**src/rtl/snoop_pkg.sv**
```systemverilog
package snoop_pkg;
  typedef enum logic [1:0] {ST_I = 2'b00, ST_S = 2'b01, ST_E = 2'b10, ST_M = 2'b11} cstate_e;
  localparam logic [4:0] TT_READ    = 5'b01010;
  localparam logic [4:0] TT_READ_NC = 5'b01011;
  localparam logic [4:0] TT_ICBI    = 5'b01101;
endpackage

```
**src/rtl/snoop_tag_array.sv**
```systemverilog
module snoop_tag_array
  import snoop_pkg::*;
#(
  parameter int SETS  = 8,
  parameter int IDX_W = 3,
  parameter int TAG_W = 24,
  parameter int NRD   = 2
) (
  input  logic             clk_i,
  input  logic             rst_ni,
  input  logic             we_i,
  input  logic [IDX_W-1:0] widx_i,
  input  logic [TAG_W-1:0] wtag_i,
  input  cstate_e          wst_i,
  input  logic [IDX_W-1:0] ridx_i [NRD],
  input  logic [TAG_W-1:0] rtag_i [NRD],
  output logic             hit_o  [NRD],
  output cstate_e          st_o   [NRD]
);
  logic [TAG_W-1:0] tag_q [SETS];
  cstate_e          st_q  [SETS];

  always_ff @(posedge clk_i or negedge rst_ni) begin
    if (!rst_ni) begin
      for (int i = 0; i < SETS; i++) st_q[i] <= ST_I;
    end else if (we_i) begin
      st_q[widx_i] <= wst_i;
    end
  end

  always_ff @(posedge clk_i) begin
    if (we_i) tag_q[widx_i] <= wtag_i;
  end

  for (genvar g = 0; g < NRD; g++) begin : g_rd
    assign st_o[g]  = st_q[ridx_i[g]];
    assign hit_o[g] = (st_q[ridx_i[g]] != ST_I) && (tag_q[ridx_i[g]] == rtag_i[g]);
  end
endmodule

```
**src/rtl/snoop_policy.sv**
```systemverilog
module snoop_policy
  import snoop_pkg::*;
#(
  parameter bit MESI_EN       = 1'b1,
  parameter bit ICBI_SNOOP_EN = 1'b1
) (
  input  logic       valid_i,
  input  logic [4:0] tt_i,
  input  logic       hit_i,
  input  cstate_e    st_i,
  output logic       push_o,
  output logic       write_o,
  output cstate_e    next_o
);
  cstate_e rd_next;

  if (MESI_EN) begin : g_mesi
    assign rd_next = ST_S;
  end else begin : g_mei
    assign rd_next = ST_I;
  end

  always_comb begin
    push_o  = 1'b0;
    write_o = 1'b0;
    next_o  = st_i;
    if (valid_i && hit_i) begin
      unique case (tt_i)
        TT_READ: if (st_i == ST_M) begin
          push_o  = 1'b1;
          write_o = 1'b1;
          next_o  = rd_next;
        end
        TT_READ_NC: if (st_i == ST_M) begin
          push_o  = 1'b1;
          write_o = 1'b1;
          next_o  = ST_E;  // keep write access, data already cleaned
        end
        TT_ICBI: if (ICBI_SNOOP_EN) begin
          write_o = 1'b1;
          next_o  = ST_I;
        end
        default: ;
      endcase
    end
  end
endmodule

```
**src/rtl/snoop_coherence_unit.sv**
```systemverilog
module snoop_coherence_unit
  import snoop_pkg::*;
#(
  parameter int ADDR_W        = 32,
  parameter int OFF_W         = 5,
  parameter int SETS          = 8,
  parameter bit MESI_EN       = 1'b1,
  parameter bit ICBI_SNOOP_EN = 1'b1,
  localparam int IDX_W        = $clog2(SETS),
  localparam int TAG_W        = ADDR_W - OFF_W - IDX_W
) (
  input  logic              clk_i,
  input  logic              rst_ni,
  input  logic              snp_valid_i,
  input  logic [4:0]        snp_tt_i,
  input  logic [ADDR_W-1:0] snp_addr_i,
  input  logic              fill_valid_i,
  input  logic [ADDR_W-1:0] fill_addr_i,
  input  logic [1:0]        fill_state_i,
  input  logic [ADDR_W-1:0] look_addr_i,
  output logic [1:0]        look_state_o,
  output logic              push_req_o,
  output logic [ADDR_W-1:0] push_addr_o,
  input  logic              push_done_i,
  output logic              retry_o,
  output logic              wr_valid_o,
  output logic [IDX_W-1:0]  wr_idx_o,
  output logic [1:0]        wr_state_o
);
  typedef enum logic {F_IDLE, F_PUSH} fsm_e;

  fsm_e               fsm_q;
  logic [IDX_W-1:0]   pidx_q;
  logic [TAG_W-1:0]   ptag_q;
  cstate_e            pnext_q;
  logic               nitc_q;

  logic [IDX_W-1:0]   ridx [2];
  logic [TAG_W-1:0]   rtag [2];
  logic               rhit [2];
  cstate_e            rst  [2];

  logic               accept;
  logic               pol_push, pol_write;
  cstate_e            pol_next;
  logic               sn_we;
  logic [IDX_W-1:0]   sn_idx;
  logic [TAG_W-1:0]   sn_tag;
  cstate_e            sn_st;
  cstate_e            fill_st;
  logic               arr_we;
  logic [IDX_W-1:0]   arr_idx;
  logic [TAG_W-1:0]   arr_tag;
  cstate_e            arr_st;

  assign ridx[0] = snp_addr_i[OFF_W +: IDX_W];
  assign rtag[0] = snp_addr_i[ADDR_W-1 -: TAG_W];
  assign ridx[1] = look_addr_i[OFF_W +: IDX_W];
  assign rtag[1] = look_addr_i[ADDR_W-1 -: TAG_W];

  snoop_tag_array #(
    .SETS(SETS), .IDX_W(IDX_W), .TAG_W(TAG_W), .NRD(2)
  ) u_array (
    .clk_i (clk_i),
    .rst_ni(rst_ni),
    .we_i  (arr_we),
    .widx_i(arr_idx),
    .wtag_i(arr_tag),
    .wst_i (arr_st),
    .ridx_i(ridx),
    .rtag_i(rtag),
    .hit_o (rhit),
    .st_o  (rst)
  );

  assign accept = snp_valid_i && (fsm_q == F_IDLE);

  snoop_policy #(
    .MESI_EN(MESI_EN), .ICBI_SNOOP_EN(ICBI_SNOOP_EN)
  ) u_policy (
    .valid_i(accept),
    .tt_i   (snp_tt_i),
    .hit_i  (rhit[0]),
    .st_i   (rst[0]),
    .push_o (pol_push),
    .write_o(pol_write),
    .next_o (pol_next)
  );

  // three-state variant stores S as E
  if (MESI_EN) begin : g_fill_mesi
    assign fill_st = cstate_e'(fill_state_i);
  end else begin : g_fill_mei
    assign fill_st = (cstate_e'(fill_state_i) == ST_S) ? ST_E : cstate_e'(fill_state_i);
  end

  always_comb begin
    sn_we  = 1'b0;
    sn_idx = ridx[0];
    sn_tag = rtag[0];
    sn_st  = pol_next;
    if (fsm_q == F_PUSH && push_done_i) begin
      sn_we  = 1'b1;
      sn_idx = pidx_q;
      sn_tag = ptag_q;
      sn_st  = pnext_q;
    end else if (pol_write && !pol_push) begin
      sn_we = 1'b1;
    end
  end

  // snoop update wins over a colliding fill
  assign arr_we  = sn_we || fill_valid_i;
  assign arr_idx = sn_we ? sn_idx : fill_addr_i[OFF_W +: IDX_W];
  assign arr_tag = sn_we ? sn_tag : fill_addr_i[ADDR_W-1 -: TAG_W];
  assign arr_st  = sn_we ? sn_st  : fill_st;

  always_ff @(posedge clk_i or negedge rst_ni) begin
    if (!rst_ni) begin
      fsm_q   <= F_IDLE;
      pidx_q  <= '0;
      ptag_q  <= '0;
      pnext_q <= ST_I;
      nitc_q  <= 1'b0;
    end else begin
      unique case (fsm_q)
        F_IDLE: if (pol_push) begin
          fsm_q   <= F_PUSH;
          pidx_q  <= ridx[0];
          ptag_q  <= rtag[0];
          pnext_q <= pol_next;
          nitc_q  <= (snp_tt_i == TT_READ_NC);
        end
        F_PUSH: if (push_done_i) fsm_q <= F_IDLE;
        default: fsm_q <= F_IDLE;
      endcase
    end
  end

  assign push_req_o   = (fsm_q == F_PUSH);
  assign retry_o      = (fsm_q == F_PUSH);
  assign push_addr_o  = {ptag_q, pidx_q, {OFF_W{1'b0}}};
  assign wr_valid_o   = sn_we;
  assign wr_idx_o     = sn_idx;
  assign wr_state_o   = sn_st;
  assign look_state_o = rhit[1] ? rst[1] : ST_I;

  AST_PUSH_RETRY: assert property (@(posedge clk_i) disable iff (!rst_ni)
    push_req_o |-> retry_o);
  AST_PUSH_HOLD: assert property (@(posedge clk_i) disable iff (!rst_ni)
    push_req_o && !push_done_i |=> push_req_o && $stable(push_addr_o));
  AST_NITC_TO_E: assert property (@(posedge clk_i) disable iff (!rst_ni)
    push_req_o && push_done_i && nitc_q |-> wr_state_o == ST_E);
  AST_MISS_QUIET: assert property (@(posedge clk_i) disable iff (!rst_ni)
    accept && !rhit[0] |-> !wr_valid_o);
  AST_MISS_NO_PUSH: assert property (@(posedge clk_i) disable iff (!rst_ni)
    accept && !rhit[0] |=> !push_req_o);
  AST_ICBI_NO_PUSH: assert property (@(posedge clk_i) disable iff (!rst_ni)
    accept && snp_tt_i == TT_ICBI |=> !push_req_o);

  if (!MESI_EN) begin : g_ast_mei
    AST_MEI_NO_SHARED: assert property (@(posedge clk_i) disable iff (!rst_ni)
      wr_valid_o |-> wr_state_o != ST_S);
  end
  if (!ICBI_SNOOP_EN) begin : g_ast_icbi_off
    AST_ICBI_OFF_QUIET: assert property (@(posedge clk_i) disable iff (!rst_ni)
      accept && snp_tt_i == TT_ICBI |-> !wr_valid_o);
  end
endmodule

```
**config.mk**
```make
export PLATFORM = sky130hd
export DESIGN_NAME = snoop_coherence_unit
export DESIGN_NICKNAME = d
export VERILOG_FILES = /design/src/rtl/snoop_pkg.sv /design/src/rtl/snoop_tag_array.sv /design/src/rtl/snoop_policy.sv /design/src/rtl/snoop_coherence_unit.sv
export SDC_FILE = /design/constraint.sdc
export NUM_CORES = 1
export LEC_CHECK = 0
export BUFFER_PORTS_ARGS = -buffer_cell sky130_fd_sc_hd__clkbuf_2
export CAP_MARGIN = 30
export CORE_ASPECT_RATIO = 0.6
export CORE_UTILIZATION = 35
export CTS_BUF_LIST = sky130_fd_sc_hd__clkbuf_8
export DETAILED_ROUTE_END_ITERATION = 6
export GPL_TIMING_DRIVEN = 0
export PLACE_DENSITY = 0.5
export SLEW_MARGIN = 20
export SYNTH_ARGS = -nofsm -noshare
export SYNTH_HDL_FRONTEND = slang
export SYNTH_SLANG_ARGS = --single-unit
```
**constraint.sdc**
```tcl
create_clock -name clk_i -period 3.5 [get_ports clk_i]
set_input_delay 0.175 -clock clk_i [delete_from_list [all_inputs] [get_ports clk_i]]
set_output_delay 0.175 -clock clk_i [all_outputs]
set_load 0.01 [all_outputs]
```
# Word-level counts from Yosys, hierarchy flattened
# Memories as Yosys holds them, arrays and structs flattened.
# Index checks and enable logic that the tools add are counted.
dict set report word_totals {
  elab_cells 72
  ramBits 192
  regBits 46
  out_inout_bits 42
  in_bits 108
  mem_count 1
}
dict set report op_classes {
  magnitude_cmp 4
  bitwise_logic 4
  muxes 32
  reduce_logical 13
  n_eq_ne 6
}
# memory words word_bits read_ports rd_clocked_by_memory_dff write_ports line_no
set memory_table {}
lappend memory_table {u_array.tag_q 8 24 2 0 1 snoop_tag_array.sv:20} ;# logic [TAG_W-1:0] tag_q [SETS];
# op n
set ops {}
lappend ops {{== test 24 bit} 2}
lappend ops {{two-way mux 24 bit} 2}
lappend ops {{two-way mux 2 bit} 11}
lappend ops {{bitwise mux 16 bit} 1}
lappend ops {{== test 5 x 4 -> 1 bit, second input constant} 3}
lappend ops {{binary-select mux 2 bit (select 3 bit)} 2}
lappend ops {{>= comparator 4 bit, second input constant} 3}
lappend ops {{inverter 3 -> 4 bit} 3}
lappend ops {{two-way mux 1 bit} 10}
lappend ops {{logical AND 1 bit} 7}
lappend ops {{demux 2 bit (select 3 bit)} 1}
lappend ops {{two-way mux 3 bit} 2}
lappend ops {{one-hot mux 2 bit (3 select lines)} 1}
lappend ops {{< comparator 4 x 1 -> 1 bit, second input constant} 1}
lappend ops {{one-hot mux 1 bit (2 select lines)} 2}
lappend ops {{nonzero test 2 bit} 2}
lappend ops {{== test 2 bit, second input constant} 1}
lappend ops {{AND reduction 2 bit} 1}
lappend ops {{OR reduction 2 bit} 1}
lappend ops {{logical NOT 1 bit} 1}
lappend ops {{logical OR 1 bit} 1}
lappend ops {{inverter 1 bit} 1}

# Logic depth before layout (Yosys ltp)
# Gate-level depths: netlist of run 1.
dict set report depth {
  depth_word 19
  ltp_mapped 14
  ltp_nobuf 9
}

# Hierarchy
# A second synthesis of run 1 with hierarchy kept.
dict set report hier_totals {
  hier_cells 806
  area_unflattened_um2 12249.2
}
# module seq_area_each_um2 n_inst area_each_um2 cells_each
set modules_own_cells {}
lappend modules_own_cells {snoop_tag_array 6165.9 1 10276.1 616}
lappend modules_own_cells {snoop_coherence_unit 750.7 1 1874.3 177}
lappend modules_own_cells {snoop_policy 0.0 1 98.8 13}

# Worst setup path before layout of run 1
# OpenSTA, ideal clock, no wires.
dict set report synth_timing {
  path_kind {input -> register}
  from {input snp_addr_i[5]}
  to {memory u_array.tag_q[1][0] (enable)}
  stages 12
  t_required_ps 3121
  n_path_buf 3
  setup_time_ps 379
  arrival_time_ps 2879
  slack_ps 242
  cell_sequence {buf_2 -> buf_6 -> mux4_2 -> mux2i_1 -> xor2_1 -> nand4_1 -> nor4_2 -> nand4_2 -> o21ai_2 -> buf_6 -> mux2i_1 -> inv_1}
}
dict set report synth_between {
  elab_chain_len 15
  word_cells_on_any_way 24
  cone_classes {eq/ne (2); mux (14); bitwise (1); reduce/logical (6); memory (1)}
}
# item line_no
set synth_rtl {}
lappend synth_rtl {{start: declaration} snoop_coherence_unit.sv:16} ;# input logic [ADDR_W-1:0] snp_addr_i,
lappend synth_rtl {{inverter 3 -> 4 bit (not written as such)} {snoop_tag_array.sv:36, snoop_tag_array.sv:37}}
lappend synth_rtl {{binary-select mux 2 bit (select 3 bit)} {snoop_tag_array.sv:36, snoop_tag_array.sv:37}}
lappend synth_rtl {{two-way mux 2 bit (not written as such) (2 in a row)} {snoop_tag_array.sv:36, snoop_tag_array.sv:37}}
lappend synth_rtl {{== test 2 bit or nonzero test 2 bit (tied branches)} {snoop_policy.sv:29, snoop_policy.sv:34, snoop_tag_array.sv:37}}
lappend synth_rtl {{two-way mux 1 bit or logical AND 1 bit (tied branches)} {snoop_policy.sv:29, snoop_policy.sv:34, snoop_tag_array.sv:37}}
lappend synth_rtl {{two-way mux 1 bit or logical AND 1 bit (tied branches)} n/a}
lappend synth_rtl {{two-way mux 1 bit} snoop_policy.sv:27} ;# if (valid_i && hit_i) begin
lappend synth_rtl {{logical NOT 1 bit} snoop_coherence_unit.sv:107} ;# end else if (pol_write && !pol_push) begin
lappend synth_rtl {{logical AND 1 bit *} snoop_coherence_unit.sv:107}
lappend synth_rtl {{two-way mux 1 bit *} snoop_coherence_unit.sv:107}
lappend synth_rtl {{two-way mux 1 bit *} snoop_coherence_unit.sv:102} ;# if (fsm_q == F_PUSH && push_done_i) begin
lappend synth_rtl {{via wr_valid_o} snoop_coherence_unit.sv:26} ;# output logic wr_valid_o,
lappend synth_rtl {{logical OR 1 bit} snoop_coherence_unit.sv:113} ;# assign arr_we = sn_we || fill_valid_i;
lappend synth_rtl {{two-way mux 1 bit} snoop_tag_array.sv:32} ;# if (we_i) tag_q[widx_i] <= wtag_i;
lappend synth_rtl {{two-way mux 1 bit (not written as such)} snoop_tag_array.sv:32}
lappend synth_rtl {{end: declaration} snoop_tag_array.sv:20}
# The timed path passes the listed nets; every way through them passes the cells marked *. The select of a mux whose other input is x is not followed.

# Worst setup path in the final report of run 1
dict set report layout_timing {
  from {input snp_addr_i[7]}
  to {memory u_array.tag_q[1][13] (enable)}
}
dict set report layout_between {
  elab_chain_len 15
  word_cells_on_any_way 24
  cone_classes {eq/ne (2); mux (14); bitwise (1); reduce/logical (6); memory (1)}
}
# item line_no
set layout_rtl {}
lappend layout_rtl {{inverter 3 -> 4 bit (not written as such)} {snoop_tag_array.sv:36, snoop_tag_array.sv:37}}
lappend layout_rtl {{binary-select mux 2 bit (select 3 bit)} {snoop_tag_array.sv:36, snoop_tag_array.sv:37}}
lappend layout_rtl {{two-way mux 2 bit (not written as such) (2 in a row)} {snoop_tag_array.sv:36, snoop_tag_array.sv:37}}
lappend layout_rtl {{== test 2 bit or nonzero test 2 bit (tied branches)} {snoop_policy.sv:29, snoop_policy.sv:34, snoop_tag_array.sv:37}}
lappend layout_rtl {{two-way mux 1 bit or logical AND 1 bit (tied branches)} {snoop_policy.sv:29, snoop_policy.sv:34, snoop_tag_array.sv:37}}
lappend layout_rtl {{two-way mux 1 bit or logical AND 1 bit (tied branches)} n/a}
lappend layout_rtl {{two-way mux 1 bit} snoop_policy.sv:27}
lappend layout_rtl {{logical NOT 1 bit} snoop_coherence_unit.sv:107}
lappend layout_rtl {{logical AND 1 bit} snoop_coherence_unit.sv:107}
lappend layout_rtl {{two-way mux 1 bit} snoop_coherence_unit.sv:107}
lappend layout_rtl {{two-way mux 1 bit} snoop_coherence_unit.sv:102}
lappend layout_rtl {{logical OR 1 bit} snoop_coherence_unit.sv:113}
lappend layout_rtl {{two-way mux 1 bit} snoop_tag_array.sv:32}
lappend layout_rtl {{two-way mux 1 bit (not written as such)} snoop_tag_array.sv:32}
# Parallel ways exist; a longest one is shown, timed or not. The select of a mux whose other input is x is not followed.

==> metrics.md, run 1 <==
| Metric | Value |
|---|---|
| Core Util, Final | 0.450 |
| Pre-antenna DRT Iters | 7 |
| Worst slew pin tran | 913 ps |
| Drt wl/cell | 27.7 um |
| GRT Total Usage | 0.235 |
| Primary FF master, synth | edfxtp_1 |
| Worst r2r path cells | 12 |
| Clk sinks | 238 |
| Reg2reg setup slack | 20 ps |
| Fraction of layout cells with a size suffix above 1 | 0.386 |
| Post-route setup TNS | -192 ps |
| CP Launch Point | snp_addr_i[7] |
| Clock Power Share | 0.358 |
| Nets | 1145 |
| Fin worst setup slack | -17.3 ps |
| Max-Cap Viols | 0 |
| Sequential power share | 0.501 |
| Pwr/cell area | between 400 and 500 nW/um^2 |
| CP endpoint | u_array.tag_q[1][13] |
| Critical-path cell list | clkbuf_2 -> buf_2 -> nor2b_1 -> clkbuf_2 -> a22oi_1 -> nand2_1 -> xor2_1 -> and4_1 -> nand4_2 -> buf_4 -> o21ai_4 -> buf_6 -> mux2i_4 -> inv_2 -> buf_12 |
| GRT overflow | 0 |
| Synthesized cell area | 12200 um^2 |
| Vias per inst | 5.60 |
| Row cnt | 52 |
| Routed Wire Length | approximately 42000 um |
| Via Count | between 8000 and 9000 |
| Type of the worst min-delay path | in2reg |
| Post-synth top area share | 0.471 |
| Critical Path RT | 3800 ps |
| Final hold violations | 0 |
| CP Capture Type | register |
| RR Startpoint | u_array.tag_q[5][12] |
| Gate power share | 0.141 |
| DRC | 0 |
| Most Frequent Cell on Critical Path | clkbuf_2 |
| Peak Freq | 284 MHz |
| Initial Util | 0.360 |
| Status | complete, but fails checks |
| Largest net degree at the start of global routing | 29 |
| Top post-synthesis cells by area | edfxtp_1 47%, mux4_2 14%, mux2i_1 10%, dfrtp_1 9.4%, mux2_2 2.6% |
| Vias in the first global route | 8402 |
| Sequential share of the synthesized area | 0.565 |
| HPWL Detailed | approximately 29000 um |
| CTS H-tree lvls | 2 |
| Stages on worst setup path | 15 |
| Clock-pin slew on the worst setup and hold paths | around 70 ps |
| Critical Path AT | 3820 ps |
| Worst path buffer plus inverter count | 7 |
| Fin area | 15300 um^2 |
| Dpl ws | -1760 ps |
| Final Power | 0.00646 W |
| Clk root buf | clkbuf_8 |
| CTS Buffer Depth | 3 |
| CTS tree | done |
| DRT iter0 DRCs | 774 |
| Max Transition Viols Final | 0 |
| RSZ-0062 raised after global routing | yes |
| Slew headroom | 0.392 |
| Clock Latency Late Sink | 570 ps |
| PortBufs | 125 |
| Die W | 243 um |
| Count of different cell masters after synthesis | 49 |
| # diodes | 0 |
| Final Critical Period | approximately 3500 ps |
| Syn avg cell area | around 15 um^2 |
| Crit path launch type | input pin |
| Yosys Warn Count | 0 |
| Async S/R FF share, synth | 0.193 |
| Chip Height | 147 um |
| Area Growth Syn to Fin | 25.2% |
| Core Footprint | 34000 um^2 |
| GP Congestion | 0.831 |
| # setup viols final | 16 |
| #FFs+latches synth | 238 |
| Area after DPL | ~14000 um^2 |
| Area leader, netlist | edfxtp_1 |
| Fillers | 3085 |
| VDD IR max | 0.246 mV |
| Static leakage | about 5.9 nW |
| CP max FO | 21 |
| Crit Path Class | in2reg |
| Most frequent cells in the layout | 192 x edfxtp_1, 135 x clkbuf_2, 110 x mux2i_1, 74 x mux4_2 |
| Failing checks | setup timing |
| TritonCTS Buffers | 39 |
| CP delay by family, top | buffers and inverters |
| Setup Skew | 37.5 ps |
| Antenna violations before repair | 0 |
| First-pass GRT wire length | slightly below 60000 um |
| Post-synth EDFFs | roughly 190 |
| Worst R2R End | u_array.tag_q[1][13] |
| Slowest stage delay, CP | 480 ps |
| Fin crit share | 1.00 |
| Slowest-stage cell, CP | nor2b_1 |
| Switching part of the total | 0.271 |
| I/O pins | 150 |
| Sw Pwr | about 0.0018 W |
| Synth Instances | slightly above 800 |
| Cell-internal power | 0.00471 W |
| Die area | 35700 um^2 |
| Most common cell after layout, fill and taps aside | edfxtp_1 |
| Post-DRT Antenna Nets | 0 |
-- stage by stage --
step	std cells	hold slack [ps]
floorplan	815	-121
global placement	1399	456
detailed placement	1416	142
CTS	1522	44.0
global route	1525	90.5
finish	1525	64.5
-- synthesized netlist by cell type (all sizes together) (8+ instances only) --
master,instances
edfxtp,192
mux2i,125
mux4,74
dfrtp,46
nand2,46
buf,35
mux2,32
o21ai,32
inv,30
a22oi,26
xor2,25
clkbuf,20
xnor2,16
nor2,15
nor3,10
a221oi,8
a222oi,8
nand3,8
nor2b,8
-- routing by layer --
layer | vias up | wire length (um) | track usage | share of wire
met5 | - | 0 | 0 | 0
met2 | 412 | 18200 | 0.342 | 0.43
met4 | 0 | 748 | 0.0531 | 0.018
li1 | 3663 | - | - | -
met1 | 4414 | 19900 | 0.352 | 0.47
met3 | 55 | 3500 | 0.0585 | 0.083
-- power by group through the flow --
stage	registers, W	logic, W	clock network (W)
floorplan	0.00327	0.000516	0
global placement	0.00330	0.000818	0
detailed placement	0.00329	0.000840	0
CTS	0.00323	0.000892	0.00234
global route	0.00325	0.000971	0.00246
finish	0.00324	0.000913	0.00231
-- tightest hold or removal path, delay by kind of cell --
family / cells / cell delay, ps
compound gates: 2 / 170
buf+inv: 1 / 100
mux: 1 / 130
-- area by class of cell --
class,count,area [um^2],area share
sequential,238,6920,0.451
multi-input combinational,492,5280,0.345
timing repair buffer,182,1340,0.0876
tap,459,574,0.0375
clock buffer,39,537,0.0350
buffer,54,378,0.0247
clock inverter,31,156,0.0102
inverter,30,135,0.00882
-- how the worst min path moves through the flow --
stage / endpoint / depth (start not counted) / start / slack [ps]
finish: pnext_q[0] / 4 / snp_tt_i[0] / 60
global route: ptag_q[23] / 2 / rst_ni / 90
CTS: pnext_q[0] / 4 / snp_tt_i[0] / 40
detailed placement: ptag_q[12] / 1 / rst_ni / 140
global placement: push_req_o / 3 / push_done_i / 460
floorplan: pidx_q[0] / 0 / rst_ni / -120
-- cell families after synthesis --
kind of cell,Yosys count,synth area share
flops,238,0.565
mux,231,0.268
simple gates,120,0.0507
compound gates,95,0.0533
buf+inv,85,0.0330
xor+xnor,41,0.0294
other cells,1,0.000307
-- timing repair --
item | 4_1_cts | 5_1_grt
buffers inserted | 9 | 2
endpoints found under the hold margin | 71 | 0
setup endpoints to repair | 435 | 366
cloned | 1 | 2
pin swaps | 6 | 3
hold buffers | 26 | 0
gates resized for setup | 100 | 42
-- registers in the layout, indices dropped and copies added (netlist names) --
signal         cells
pidx_q             3
u_array.st_q      16
ptag_q            24
pnext_q            2
u_array.tag_q    192
push_req_o         1
Note: power is estimated with default switching activity, not from simulation.
==> run 2: changes to the inputs <==
--- a/config.mk
+++ b/config.mk
@@ -16,4 +16,5 @@
 export SLEW_MARGIN = 20
 export SYNTH_ARGS = -nofsm -noshare
 export SYNTH_HDL_FRONTEND = slang
+export SYNTH_HIERARCHICAL = 1
 export SYNTH_SLANG_ARGS = --single-unit
==> run 2 against run 1 <==
- the run still ends with setup timing left
- clock-buffer cell count is 7 higher
- first-iteration DRC count unchanged
- fmax shrank 18%
- hold slack worse by 42 ps
- critical path type unchanged
- critical endpoint is now u_array/tag_q[3][23]
==> metrics.md, run 2 <==
| Metric | Value |
|---|---|
| Status | complete, but fails checks (unchanged) |
| Failing checks | setup timing (unchanged) |
| Post-synth top area share | 0.471 (about the same) |
| Setup Skew | 20.9 ps (was 37.5 ps) |
| Most common cell after layout, fill and taps aside | edfxtp_1 (unchanged) |
| CP max FO | 10 (was 21) |
| Count of different cell masters after synthesis | 48 (was 49) |
| Nets | 1181 (was 1145) |
| Slowest-stage cell, CP | clkbuf_1 (was nor2b_1) |
| VDD IR max | 0.216 mV (was 0.246 mV) |
| DRC | 0 (unchanged) |
| Initial Util | 0.359 (was 0.360) |
| Async S/R FF share, synth | 0.193 (unchanged) |
| Critical Path AT | 4590 ps (was 3820 ps) |
| Clk sinks | 238 (unchanged) |
| Largest registers | u_array/tag_q: 192 flops, ptag_q: 24 flops, u_array/st_q: 16 flops (was u_array.tag_q: 192 flops, ptag_q: 24 flops, u_array.st_q: 16 flops) |
| Pre-antenna DRT Iters | 5 (was 7) |
| Static leakage | 6.65 nW (was 5.91 nW) |
| Fin crit share | 1.22 (was 1.00) |
| GRT overflow | 0 (unchanged) |
| Vias per inst | 5.57 (was 5.60) |
| Core Footprint | 34100 um^2 (was 34000 um^2) |
| Drt wl/cell | 28.6 um (was 27.7 um) |
| Top post-synthesis cells by area | edfxtp_1 47%, mux4_2 12%, mux2i_1 10%, dfrtp_1 9.4%, mux2_2 4.0% (was edfxtp_1 47%, mux4_2 14%, mux2i_1 10%, dfrtp_1 9.4%, mux2_2 2.6%) |
| #FFs+latches synth | 238 (unchanged) |
| Critical Path RT | 3810 ps (was 3800 ps) |
| Largest net degree at the start of global routing | 43 (was 29) |
| CP Capture Type | register (unchanged) |
| Max FFs per register | 192 (unchanged) |
| Stages on worst setup path | 21 (was 15) |
| TritonCTS Buffers | 39 (unchanged) |
| Area leader, netlist | edfxtp_1 (unchanged) |
| Cell with the most instances after synthesis | edfxtp_1 (unchanged) |
| CP delay by family, top | buffers and inverters (unchanged) |
| Fraction of layout cells with a size suffix above 1 | 0.436 (was 0.386) |
| Peak Freq | 233 MHz (was 284 MHz) |
| Via Count | 8697 (was 8544) |
| Final Power | 0.00678 W (was 0.00646 W) |
| Synth cell count leaders | 192 x edfxtp_1, 128 x mux2i_1, 64 x mux4_2 (was 192 x edfxtp_1, 125 x mux2i_1, 74 x mux4_2) |
| Sequential share of the synthesized area | 0.565 (about the same) |
| # diodes | 0 (unchanged) |
| Type of the worst min-delay path | in2reg (unchanged) |
| Chip Height | 147 um (about the same) |
| Antenna violations before repair | 0 (unchanged) |
| Post-DRT Antenna Nets | 0 (unchanged) |
| CTS tree | done (unchanged) |
| Synthesized cell area | 12200 um^2 (about the same) |
| Hold WS | 22.9 ps (was 64.5 ps) |
| # setup viols final | 424 (was 16) |
| Fin worst setup slack | -784 ps (was -17.3 ps) |
| Clock-pin slew on the worst setup and hold paths | 60 ps (was 70 ps) |
| Max Transition Viols Final | 0 (unchanged) |
| HPWL Detailed | 29700 um (was 29100 um) |
| Clock Latency Late Sink | 560 ps (was 570 ps) |
| I/O pins | 150 (unchanged) |
| Synth Instances | 806 (was 811) |
| CTS H-tree lvls | 2 (unchanged) |
| Slew headroom | 0.418 (was 0.392) |
| First-pass GRT wire length | 62100 um (was 59200 um) |
| RSZ-0062 raised after global routing | yes (unchanged) |
| GP Congestion | 0.829 (was 0.831) |
| Most frequent cells in the layout | 192 x edfxtp_1, 128 x mux2i_1, 124 x clkbuf_2, 64 x mux4_2 (was 192 x edfxtp_1, 135 x clkbuf_2, 110 x mux2i_1, 74 x mux4_2) |
| Fillers | 3016 (was 3085) |
| Routed Wire Length | 44700 um (was 42300 um) |
| Max-Cap Viols | 0 (unchanged) |
| Biggest register | u_array/tag_q (was u_array.tag_q) |
| Post-route setup TNS | -165680 ps (was -192 ps) |
| Yosys Warn Count | 6 (was 0) |
| Primary FF master, synth | edfxtp_1 (unchanged) |
| Syn avg cell area | 15.2 um^2 (was 15.1 um^2) |
| Row cnt | 52 (unchanged) |
| Final Critical Period | 4280 ps (was 3520 ps) |
| Die W | 244 um (was 243 um) |
| Worst path buffer plus inverter count | 8 (was 7) |
| Post-synth EDFFs | 192 (unchanged) |
| PortBufs | 126 (was 125) |
| Crit path launch type | input pin (unchanged) |
| Vias in the first global route | 8546 (was 8402) |
| Most Frequent Cell on Critical Path | buf_6 (was clkbuf_2) |
| Crit Path Class | in2reg (unchanged) |
| Die area | 35800 um^2 (was 35700 um^2) |
| Clk root buf | clkbuf_8 (unchanged) |
| CTS Buffer Depth | 3 (unchanged) |
| Worst slew pin tran | 873 ps (was 913 ps) |
| Pwr/cell area | 417 nW/um^2 (was 422 nW/um^2) |
| Area Growth Syn to Fin | 32.7% (was 25.2%) |
| Critical-path cell list | clkbuf_2 -> buf_2 -> and2_1 -> clkbuf_1 -> a22oi_1 -> a21o_1 -> a21oi_1 -> and4_1 -> and4_4 -> nand4b_4 -> a21oi_2 -> nor2b_4 -> nor2_4 -> inv_4 -> mux2_4 -> buf_6 -> buf_6 -> nand2b_4 -> or2_4 -> clkinvlp_4 -> buf_12 (was clkbuf_2 -> buf_2 -> nor2b_1 -> clkbuf_2 -> a22oi_1 -> nand2_1 -> xor2_1 -> and4_1 -> nand4_2 -> buf_4 -> o21ai_4 -> buf_6 -> mux2i_4 -> inv_2 -> buf_12) |
| Final hold violations | 0 (unchanged) |
| Hold Crit Depth | 3 (was 4) |
| Worst r2r path cells | 18 (was 12) |
| GRT Total Usage | 0.248 (was 0.235) |
| DRT iter0 DRCs | 774 (unchanged) |
| Slowest stage delay, CP | 640 ps (was 480 ps) |
run 2: cells by family (layout without fill, tap and decap cells):
group	after synthesis	after routing	share of synthesized area
buffers and inverters	61	353	0.0340
xor gates and xnor gates	29	29	0.0207
DFF	238	238	0.565
muxes	241	241	0.269
and+or+nand+nor	135	135	0.0584
other	1	5	0.000306
AOI/OAI and AO/OA	101	101	0.0530
run 2: through the flow:
stage / cell area, um^2 / setup WS [ps] / cells / util
finish: 16300 / -784 / 1561 / 0.477
global route: 16300 / -883 / 1561 / 0.477
CTS: 16100 / -776 / 1556 / 0.471
detailed placement: 13800 / -2260 / 1405 / 0.404
global placement: 13600 / -2790 / 1395 / 0.399
floorplan: 12400 / -571 / 810 / -
run 2: report_power, final:
part           internal, W  leakage (nW)  switching [W]
clock network      0.00134         0.452        0.00118
logic             0.000470          3.84       0.000549
registers          0.00318          2.36      0.0000683
run 2: layout make-up:
| class | count | area, um^2 | share of cell area |
|---|---|---|---|
| timing repair inverter | 4 | 30.0 | 0.00185 |
| buffer | 53 | 503 | 0.0309 |
| tap | 459 | 574 | 0.0353 |
| sequential | 238 | 6920 | 0.425 |
| timing repair buffer | 219 | 1890 | 0.116 |
| clock buffer | 46 | 633 | 0.0389 |
| inverter | 7 | 43.8 | 0.00269 |
| multi-input combinational | 511 | 5530 | 0.340 |
| clock inverter | 24 | 148 | 0.00908 |
run 2: metal layers:
layer	track usage	wire, um	vias up
met4	0.0466	709	0
met3	0.0515	3080	56
met5	0	0	-
li1	-	-	3730
met1	0.376	21100	4570
met2	0.369	19800	341
run 2: worst register-to-register path: cells and delay by family, from the launching register on:
| family | cells | cell delay [ps] |
|---|---|---|
| XOR/XNOR | 1 | 170 |
| AO/OA/AOI/OAI | 2 | 360 |
| multiplexers | 3 | 1150 |
| AND/OR/NAND/NOR | 7 | 1290 |
| flip-flops | 1 | 390 |
| buffers and inverters | 5 | 680 |
run 2: path summary, 6_finish.rpt:
| kind | end | slack [ps] | start |
|---|---|---|---|
| max in group asynchronous | ptag_q[4] | 2670 | rst_ni |
| worst min register to register | pnext_q[1] | 510 | pnext_q[1] |
| worst max-delay path | u_array/tag_q[3][23] | -780 | snp_addr_i[7] |
| worst max register to register | u_array/tag_q[3][23] | -770 | u_array/tag_q[7][23] |
| min in group asynchronous | u_array/st_q[11] | 170 | rst_ni |
| worst min-delay path | u_array/tag_q[2][13] | 20 | fill_addr_i[21] |
run 2: repair_timing:
item                       4_1_cts  5_1_grt
resized for setup              149       44
setup buffers                   47        7
setup endpoints to repair      434      434
hold buffers                    29        0
hold endpoints to repair        80        0
pin swaps                       22       16
gates cloned                     6        1
